### config.mk
export PLATFORM = sky130hd
export DESIGN_NAME = zbus_cycle_seq
export DESIGN_NICKNAME = d
export VERILOG_FILES = /design/src/rtl/zbs_pkg.sv /design/src/rtl/zbs_rst_sync.sv /design/src/rtl/zbs_tstate_fsm.sv /design/src/rtl/zbs_strobe_dec.sv /design/src/rtl/zbs_refresh.sv /design/src/rtl/zbus_cycle_seq.sv
export SDC_FILE = /design/constraint.sdc
export NUM_CORES = 1
export LEC_CHECK = 0
export CAP_MARGIN = 15
export CORE_MARGIN = 2
export CORE_UTILIZATION = 40
export CTS_BUF_LIST = sky130_fd_sc_hd__clkbuf_4
export DETAILED_ROUTE_END_ITERATION = 6
export DONT_BUFFER_PORTS = 1
export PLACE_DENSITY = 0.62
export SLEW_MARGIN = 25
export SYNTH_ARGS = -nofsm -noshare
export SYNTH_HDL_FRONTEND = slang
export SYNTH_SLANG_ARGS = --single-unit
export TNS_END_PERCENT = 5
### constraint.sdc
create_clock -name clk -period 1.55 [get_ports clk]
set_clock_uncertainty 0.1 [all_clocks]
set_input_delay 0.155 -clock clk [delete_from_list [all_inputs] [get_ports clk]]
set_output_delay 0.155 -clock clk [all_outputs]
set_load 0.05 [all_outputs]
### src/rtl/zbs_pkg.sv
package zbs_pkg;

  typedef enum logic [2:0] {
    K_FETCH = 3'd0,
    K_MEMRD = 3'd1,
    K_MEMWR = 3'd2,
    K_IORD  = 3'd3,
    K_IOWR  = 3'd4,
    K_IACK  = 3'd5
  } kind_e;

  typedef enum logic [2:0] {
    TS_IDLE = 3'd0,
    TS_T1   = 3'd1,
    TS_T2   = 3'd2,
    TS_TW   = 3'd3,
    TS_T3   = 3'd4,
    TS_T4   = 3'd5
  } tstate_e;

  // active-high internal view of the bus strobes
  typedef struct packed {
    logic m1;
    logic mreq;
    logic iorq;
    logic rd;
    logic wr;
    logic rfsh;
    logic doe;
    logic cap;
    logic done;
  } strobe_t;

endpackage

### src/rtl/zbs_rst_sync.sv
module zbs_rst_sync #(
  parameter int STAGES = 2
) (
  input  logic clk,
  input  logic rst_ni,
  output logic rst_no
);

  logic [STAGES-1:0] sh_q;

  always_ff @(posedge clk or negedge rst_ni) begin
    if (!rst_ni) begin
      sh_q <= '0;
    end else begin
      sh_q <= {sh_q[STAGES-2:0], 1'b1};
    end
  end

  assign rst_no = sh_q[STAGES-1];

endmodule

### src/rtl/zbs_tstate_fsm.sv
module zbs_tstate_fsm
  import zbs_pkg::*;
#(
  parameter int IO_WAITS   = 1,
  parameter int IACK_WAITS = 2,
  parameter int AUTO_W     = 2
) (
  input  logic       clk,
  input  logic       rst_n,
  input  logic       req_vld,
  input  logic [2:0] req_kind,
  input  logic       wait_n,
  output tstate_e    state_o,
  output kind_e      kind_o,
  output logic       auto_zero_o,
  output logic       accept_o
);

  tstate_e           state_q, state_d;
  kind_e             kind_q;
  logic [AUTO_W-1:0] auto_q, auto_d;
  logic              kind_ok;

  function automatic logic [AUTO_W-1:0] auto_for(input kind_e k);
    case (k)
      K_IORD, K_IOWR: return AUTO_W'(IO_WAITS);
      K_IACK:         return AUTO_W'(IACK_WAITS);
      default:        return '0;
    endcase
  endfunction

  assign kind_ok  = (req_kind <= 3'(K_IACK));
  assign accept_o = (state_q == TS_IDLE) && req_vld && kind_ok;

  always_comb begin
    state_d = state_q;
    auto_d  = auto_q;
    case (state_q)
      TS_IDLE: begin
        if (accept_o) state_d = TS_T1;
      end
      TS_T1: begin
        state_d = TS_T2;
        auto_d  = auto_for(kind_q);
      end
      TS_T2, TS_TW: begin
        if (auto_q != '0) begin
          state_d = TS_TW;
          auto_d  = auto_q - AUTO_W'(1);
        end else if (!wait_n) begin
          state_d = TS_TW;
        end else begin
          state_d = TS_T3;
        end
      end
      TS_T3: begin
        state_d = (kind_q == K_FETCH) ? TS_T4 : TS_IDLE;
      end
      default: begin
        state_d = TS_IDLE;
      end
    endcase
  end

  always_ff @(posedge clk or negedge rst_n) begin
    if (!rst_n) begin
      state_q <= TS_IDLE;
      auto_q  <= '0;
    end else begin
      state_q <= state_d;
      auto_q  <= auto_d;
    end
  end

  always_ff @(posedge clk or negedge rst_n) begin
    if (!rst_n) begin
      kind_q <= K_FETCH;
    end else if (accept_o) begin
      kind_q <= kind_e'(req_kind);
    end
  end

  assign state_o     = state_q;
  assign kind_o      = kind_q;
  assign auto_zero_o = (auto_q == '0);

  AST_FETCH_TAIL: assert property (@(posedge clk) disable iff (!rst_n)
    (state_q == TS_T3 && kind_q == K_FETCH) |=> (state_q == TS_T4));

  AST_IO_AUTOWAIT: assert property (@(posedge clk) disable iff (!rst_n)
    (IO_WAITS != 0 && state_q == TS_T2 && (kind_q == K_IORD || kind_q == K_IOWR))
      |=> (state_q == TS_TW));

  AST_IACK_AUTOWAIT: assert property (@(posedge clk) disable iff (!rst_n)
    (IACK_WAITS != 0 && state_q == TS_T2 && kind_q == K_IACK) |=> (state_q == TS_TW));

  AST_WAIT_STRETCH: assert property (@(posedge clk) disable iff (!rst_n)
    ((state_q == TS_T2 || state_q == TS_TW) && auto_q == '0 && !wait_n)
      |=> (state_q == TS_TW));

  AST_WAIT_RELEASE: assert property (@(posedge clk) disable iff (!rst_n)
    ((state_q == TS_T2 || state_q == TS_TW) && auto_q == '0 && wait_n)
      |=> (state_q == TS_T3));

  AST_KIND_STABLE: assert property (@(posedge clk) disable iff (!rst_n)
    (state_q != TS_IDLE) |=> $stable(kind_q));

endmodule

### src/rtl/zbs_strobe_dec.sv
module zbs_strobe_dec
  import zbs_pkg::*;
(
  input  tstate_e state,
  input  kind_e   kind,
  input  logic    auto_zero,
  input  logic    wait_n,
  output strobe_t strb
);

  logic active;
  logic first_ph;
  logic past_t1;
  logic leaving;
  logic is_t3;

  assign active   = (state != TS_IDLE);
  assign first_ph = (state == TS_T1) || (state == TS_T2) || (state == TS_TW);
  assign past_t1  = active && (state != TS_T1);
  assign is_t3    = (state == TS_T3);
  assign leaving  = ((state == TS_T2) || (state == TS_TW)) && auto_zero && wait_n;

  always_comb begin
    strb = '0;
    case (kind)
      K_FETCH: begin
        strb.m1   = first_ph;
        strb.rd   = first_ph;
        strb.mreq = active;
        strb.rfsh = is_t3 || (state == TS_T4);
        strb.cap  = leaving;
        strb.done = (state == TS_T4);
      end
      K_MEMRD: begin
        strb.mreq = active;
        strb.rd   = active;
        strb.cap  = is_t3;
        strb.done = is_t3;
      end
      K_MEMWR: begin
        strb.mreq = active;
        strb.wr   = past_t1;
        strb.doe  = active;
        strb.done = is_t3;
      end
      K_IORD: begin
        strb.iorq = past_t1;
        strb.rd   = past_t1;
        strb.cap  = is_t3;
        strb.done = is_t3;
      end
      K_IOWR: begin
        strb.iorq = past_t1;
        strb.wr   = past_t1;
        strb.doe  = active;
        strb.done = is_t3;
      end
      K_IACK: begin
        strb.m1   = first_ph;
        strb.iorq = (state == TS_TW);
        strb.cap  = leaving;
        strb.done = is_t3;
      end
      default: begin
        strb = '0;
      end
    endcase
  end

endmodule

### src/rtl/zbs_refresh.sv
module zbs_refresh #(
  parameter int DATA_W = 8,
  parameter int CNT_W  = 7
) (
  input  logic              clk,
  input  logic              rst_n,
  input  logic              inc,
  input  logic              r_load,
  input  logic              i_load,
  input  logic [DATA_W-1:0] wdata,
  output logic [DATA_W-1:0] r_o,
  output logic [DATA_W-1:0] i_o
);

  logic [DATA_W-1:0] r_q, r_d;
  logic [DATA_W-1:0] i_q;
  logic              r_en;

  assign r_en = r_load || inc;

  always_comb begin
    r_d = r_q;
    if (r_load) begin
      r_d = wdata;
    end else if (inc) begin
      r_d = {r_q[DATA_W-1:CNT_W], r_q[CNT_W-1:0] + CNT_W'(1)};
    end
  end

  always_ff @(posedge clk or negedge rst_n) begin
    if (!rst_n) begin
      r_q <= '0;
    end else if (r_en) begin
      r_q <= r_d;
    end
  end

  always_ff @(posedge clk or negedge rst_n) begin
    if (!rst_n) begin
      i_q <= '0;
    end else if (i_load) begin
      i_q <= wdata;
    end
  end

  assign r_o = r_q;
  assign i_o = i_q;

  AST_R_TOP_KEEP: assert property (@(posedge clk) disable iff (!rst_n)
    !r_load |=> (r_q[DATA_W-1:CNT_W] == $past(r_q[DATA_W-1:CNT_W])));

  AST_R_STEP: assert property (@(posedge clk) disable iff (!rst_n)
    (inc && !r_load) |=> (r_q[CNT_W-1:0] == $past(r_q[CNT_W-1:0]) + CNT_W'(1)));

  AST_R_HOLD: assert property (@(posedge clk) disable iff (!rst_n)
    (!inc && !r_load) |=> $stable(r_q));

  AST_R_LOAD: assert property (@(posedge clk) disable iff (!rst_n)
    r_load |=> (r_q == $past(wdata)));

  AST_I_HOLD: assert property (@(posedge clk) disable iff (!rst_n)
    !i_load |=> $stable(i_q));

endmodule

### src/rtl/zbus_cycle_seq.sv
module zbus_cycle_seq
  import zbs_pkg::*;
#(
  parameter int  DATA_W     = 8,
  parameter int  RCNT_W     = 7,
  parameter int  IO_WAITS   = 1,
  parameter int  IACK_WAITS = 2,
  parameter int  RST_STAGES = 2,
  localparam int ADDR_W     = 2 * DATA_W
) (
  input  logic              clk,
  input  logic              rst_n,
  input  logic              req_vld,
  input  logic [2:0]        req_kind,
  input  logic [ADDR_W-1:0] req_addr,
  input  logic [DATA_W-1:0] req_wdata,
  input  logic              wait_n,
  input  logic              r_load,
  input  logic              i_load,
  input  logic [DATA_W-1:0] reg_wdata,
  output logic              m1_n,
  output logic              mreq_n,
  output logic              iorq_n,
  output logic              rd_n,
  output logic              wr_n,
  output logic              rfsh_n,
  output logic [ADDR_W-1:0] addr,
  output logic [DATA_W-1:0] dout,
  output logic              dout_en,
  output logic              rd_latch,
  output logic              cyc_done
);

  localparam int AUTO_MAX = (IO_WAITS > IACK_WAITS) ? IO_WAITS : IACK_WAITS;
  localparam int AUTO_W   = $clog2(AUTO_MAX + 2);

  logic              rst_sync_n;
  tstate_e           state;
  kind_e             kind;
  logic              auto_zero;
  logic              accept;
  strobe_t           strb;
  logic              r_inc;
  logic [DATA_W-1:0] r_val, i_val;
  logic [ADDR_W-1:0] addr_q;
  logic [DATA_W-1:0] wdata_q;

  zbs_rst_sync #(.STAGES(RST_STAGES)) u_rst (
    .clk    (clk),
    .rst_ni (rst_n),
    .rst_no (rst_sync_n)
  );

  zbs_tstate_fsm #(
    .IO_WAITS   (IO_WAITS),
    .IACK_WAITS (IACK_WAITS),
    .AUTO_W     (AUTO_W)
  ) u_fsm (
    .clk         (clk),
    .rst_n       (rst_sync_n),
    .req_vld     (req_vld),
    .req_kind    (req_kind),
    .wait_n      (wait_n),
    .state_o     (state),
    .kind_o      (kind),
    .auto_zero_o (auto_zero),
    .accept_o    (accept)
  );

  zbs_strobe_dec u_dec (
    .state     (state),
    .kind      (kind),
    .auto_zero (auto_zero),
    .wait_n    (wait_n),
    .strb      (strb)
  );

  assign r_inc = strb.done && (kind == K_FETCH);

  zbs_refresh #(.DATA_W(DATA_W), .CNT_W(RCNT_W)) u_rfsh (
    .clk    (clk),
    .rst_n  (rst_sync_n),
    .inc    (r_inc),
    .r_load (r_load),
    .i_load (i_load),
    .wdata  (reg_wdata),
    .r_o    (r_val),
    .i_o    (i_val)
  );

  always_ff @(posedge clk or negedge rst_sync_n) begin
    if (!rst_sync_n) begin
      addr_q  <= '0;
      wdata_q <= '0;
    end else if (accept) begin
      addr_q  <= req_addr;
      wdata_q <= req_wdata;
    end
  end

  assign addr     = strb.rfsh ? {i_val, r_val} : addr_q;
  assign dout     = wdata_q;
  assign dout_en  = strb.doe;
  assign rd_latch = strb.cap;
  assign cyc_done = strb.done;
  assign m1_n     = ~strb.m1;
  assign mreq_n   = ~strb.mreq;
  assign iorq_n   = ~strb.iorq;
  assign rd_n     = ~strb.rd;
  assign wr_n     = ~strb.wr;
  assign rfsh_n   = ~strb.rfsh;

  AST_RD_WR_EXCL: assert property (@(posedge clk) disable iff (!rst_sync_n)
    !(!rd_n && !wr_n));

  AST_MREQ_IORQ_EXCL: assert property (@(posedge clk) disable iff (!rst_sync_n)
    !(!mreq_n && !iorq_n));

  AST_RFSH_QUAL: assert property (@(posedge clk) disable iff (!rst_sync_n)
    !rfsh_n |-> (!mreq_n && m1_n && rd_n));

  AST_IACK_NO_DATA_STROBE: assert property (@(posedge clk) disable iff (!rst_sync_n)
    (!iorq_n && !m1_n) |-> (rd_n && wr_n));

  AST_DONE_SINGLE: assert property (@(posedge clk) disable iff (!rst_sync_n)
    cyc_done |=> (!cyc_done && m1_n && mreq_n && iorq_n));

endmodule

==> results.sh <==
export IMPL_boundaryPins=74
export IMPL_synth_area_um2=2590
export IMPL_synth_seq_cells=50
export IMPL_dpl_hpwl_um=4160
export IMPL_gp_congestion=0.825
export IMPL_die_w_um=84.5
export IMPL_num_antenna_cells=0
export IMPL_ys_warn_count=0
export IMPL_htreeDepth=2
export IMPL_end_kind="output port"
export IMPL_syn_num_nets=256
export IMPL_failed_checks="setup timing"
export IMPL_cpLargestDelayFamily="flip-flops"
export IMPL_seq_power_share_pct=25.9
export IMPL_rows=29
export IMPL_hold_class="primary input to flop"
export IMPL_p_leak_nw=1.73
export IMPL_ys_flop_type="dfrtp_1"
export IMPL_synth_edf_count=0
export IMPL_core_area_um2=6310
export IMPL_setup_worst_path_class="flop to output port"
export IMPL_max_cap_violations=0
export IMPL_drc=0
export IMPL_period_share_pct=135
export IMPL_power_share_clock_pct=7.6
export IMPL_startpoint_type="flop"
export IMPL_die_h_um=84.5
export IMPL_die_area_um2=7140
export IMPL_cp_cell_sequence="nor4_4 -> buf_4 -> inv_6 -> mux2_4 -> buf_12"
export IMPL_cpPeakStageDelay_ns=0.46
export IMPL_clkSinkCount=50
export IMPL_io_buffer_count=0
export IMPL_pwr_share_comb_pct=66.5
export IMPL_cts_buffers=5
export IMPL_cp_slowest_cell="dfrtp_2"
export IMPL_period_needed_ns=2.09
export IMPL_antenna_left=0
export IMPL_fmax_ghz=0.478
export IMPL_syn2layout_area_growth_pct=48.3
export IMPL_path_max_fanout=8
export IMPL_synth_area_leaders="dfrtp_1 (48%), mux2_4 (11%), mux2_2 (9.1%)"
export IMPL_setup_violations=60
export IMPL_initial_core_util_pct=41.1
export IMPL_async_flop_share_pct=100
export IMPL_grt_overflow=0
export IMPL_fin_nets=351
export IMPL_synth_area_leader_cell="dfrtp_1"
export IMPL_postSynthAreaPerCell_um2=12.2
export IMPL_hold_violations=0
export IMPL_vias=2027
export IMPL_grt_max_degree=28
export IMPL_yosys_area_top_type_share_pct=48.2
export IMPL_antenna_found_initial=0
export IMPL_slew_violations=0
export IMPL_hold_slack_ns=0.0202
export IMPL_synthCells=213
export IMPL_internal_power_mw=4.34
export IMPL_synthTopCellsByCount="dfrtp_1 (50), mux2_2 (21), mux2_4 (19)"
export IMPL_status="complete, but fails checks"
export IMPL_grt_setup_unrepaired="true"
export IMPL_drt_iter0_drc=113
export IMPL_cp_data_required_time_ns=1.29
export IMPL_path_clk_slew_ns=0.14
export IMPL_worst_ep_arrival_time_ns=1.84
export IMPL_synth_cell_type_count=49
export IMPL_switching_share_pct=45.9
export IMPL_multi_input_area_um2=1390
export IMPL_fillers=529
export IMPL_ys_seq_area_share_pct=48.2
export IMPL_ff_latch_area_um2=1250
export IMPL_firstDrtPassIters=4
export IMPL_totalWireLength_um=6270
export IMPL_yosysMostFrequentCell="dfrtp_1"
export IMPL_crit_buf_inv=3
export IMPL_cts_max_path_buffers=2
export IMPL_wl_per_cell_um=16.2
export IMPL_p_sw_mw=3.68
export IMPL_vdd_drop_max_v=0.00139
export IMPL_cts_tree="built"
export IMPL_final_setup_worst_slack_ns=-0.544
export IMPL_drive_gt1_share_pct=42.1
export IMPL_powerDensity_nw_per_um2=2080
export IMPL_grt_pass1_vias=2180
export IMPL_grt_first_pass_wirelength_um=10900
export IMPL_pre_cts_slack_ns=-0.309
export IMPL_clkLatencyLatePin_ns=0.36
export IMPL_cts_root_buf="clkbuf_4"
export IMPL_groute_usage_overall_pct=18.9
export IMPL_fin_total_pwr_mw=8.02
export IMPL_viasPerCell=5.25
[state kept, by name, summed over array words and instances, names as in the netlist]
| register | flops |
|---|---|
| u_rfsh.r_o | 8 |
| u_fsm.auto_q | 2 |
| dout | 8 |
| u_rst.sh_q | 2 |
| u_fsm.kind_o | 3 |
| u_rfsh.i_o | 8 |
| u_fsm.state_o | 3 |
| addr_q | 16 |
[power by group through the flow]
stage	Sequential (mW)	Combinational (mW)	Clock, mW
after floorplan	2.40	3.14	0
after global placement	2.07	4.72	0
after detailed placement	2.08	4.78	0
after CTS	2.06	5.30	0.638
after global routing	2.15	5.61	0.683
final	2.07	5.33	0.611
[worst paths after layout]
kind / start / end / slack, ns / depth (start not counted)
hold / removal: wait_n / u_fsm.state_o[2]$_DFFE_PN0P_ / 0.02 / 3
hold reg to reg: u_rst.sh_q[1]$_DFF_PN0_ / u_rfsh.i_o[2]$_DFFE_PN0P_ / 0.15 / 1
setup reg to reg: u_fsm.kind_o[1]$_DFFE_PN0P_ / u_rfsh.r_o[5]$_DFFE_PN0P_ / -0.31 / 4
max in group asynchronous: rst_n / u_rst.sh_q[1]$_DFF_PN0_ / 0.79 / 2
setup / recovery: u_fsm.kind_o[2]$_DFFE_PN0P_ / addr[4] / -0.54 / 5
min in group asynchronous: u_rst.sh_q[1]$_DFF_PN0_ / u_rfsh.i_o[2]$_DFFE_PN0P_ / 0.15 / 1
[per-stage QoR]
| step | cells | util [%] | cell area [µm²] | TNS, ns |
|---|---|---|---|---|
| floorplan | 213 | - | 2660 | -15.07 |
| global placement | 325 | 49.9 | 3150 | -10.20 |
| detailed placement | 325 | 49.9 | 3150 | -11.26 |
| CTS | 384 | 60.5 | 3820 | -20.52 |
| global route | 386 | 60.9 | 3850 | -23.79 |
| finish | 386 | 60.9 | 3850 | -20.39 |
[layer usage]
layer | GRT usage, % | share of wire, % | vias to the layer above
met2 | 32.0 | 51 | 59
met1 | 25.0 | 44 | 997
li1 | - | - | 965
met4 | 3.90 | 0.91 | 0
met3 | 4.03 | 4.5 | 6
met5 | 0 | 0 | -
[repair_timing]
action | CTS | global route
gates resized for setup | 34 | 2
setup endpoints to repair | 59 | 60
hold endpoints to repair | 47 | 0
pin swaps | 14 | 4
hold buffers | 45 | 0
setup buffers | 6 | 2
[worst register-to-register path: cells and delay by family (launching register included)]
kind | cells | cell delay (ns)
and+or+nand+nor | 2 | 0.77
DFF | 1 | 0.44
AOI/OAI and AO/OA | 1 | 0.31
buffers and inverters | 1 | 0.14
[layout by cell type (no fill, tap or decap), types with 8 or more instances in the layout]
cell type	synthesis	final
mux2_4	19	36
buf_6	3	8
buf_4	0	41
buf_12	0	8
nor2_1	11	10
dfrtp_1	50	48
nand2_1	8	8
dlygate4sd3_1	0	45
mux2_2	21	12
[final cells by class]
cell class	instances	share of cell area [%]
clock inverter	2	0.325
sequential	50	32.6
clock buffer	6	1.17
inverter	7	0.813
tap	77	2.50
multi-input combinational	141	36.0
timing repair buffer	103	26.6
[logic make-up (layout without fill, tap and decap cells)]
logic type / after synthesis / after routing / share of synthesized area (%)
muxes: 53 / 53 / 25.7
buffers and inverters: 22 / 118 / 4.15
AOI/OAI and AO/OA: 31 / 31 / 8.35
adders and majority gates: 2 / 2 / 0.965
and+or+nand+nor: 52 / 52 / 11.8
DFF: 50 / 50 / 48.2
xor gates and xnor gates: 2 / 2 / 0.675
other: 1 / 1 / 0.145
No activity file was read; power rests on OpenSTA's default activity.
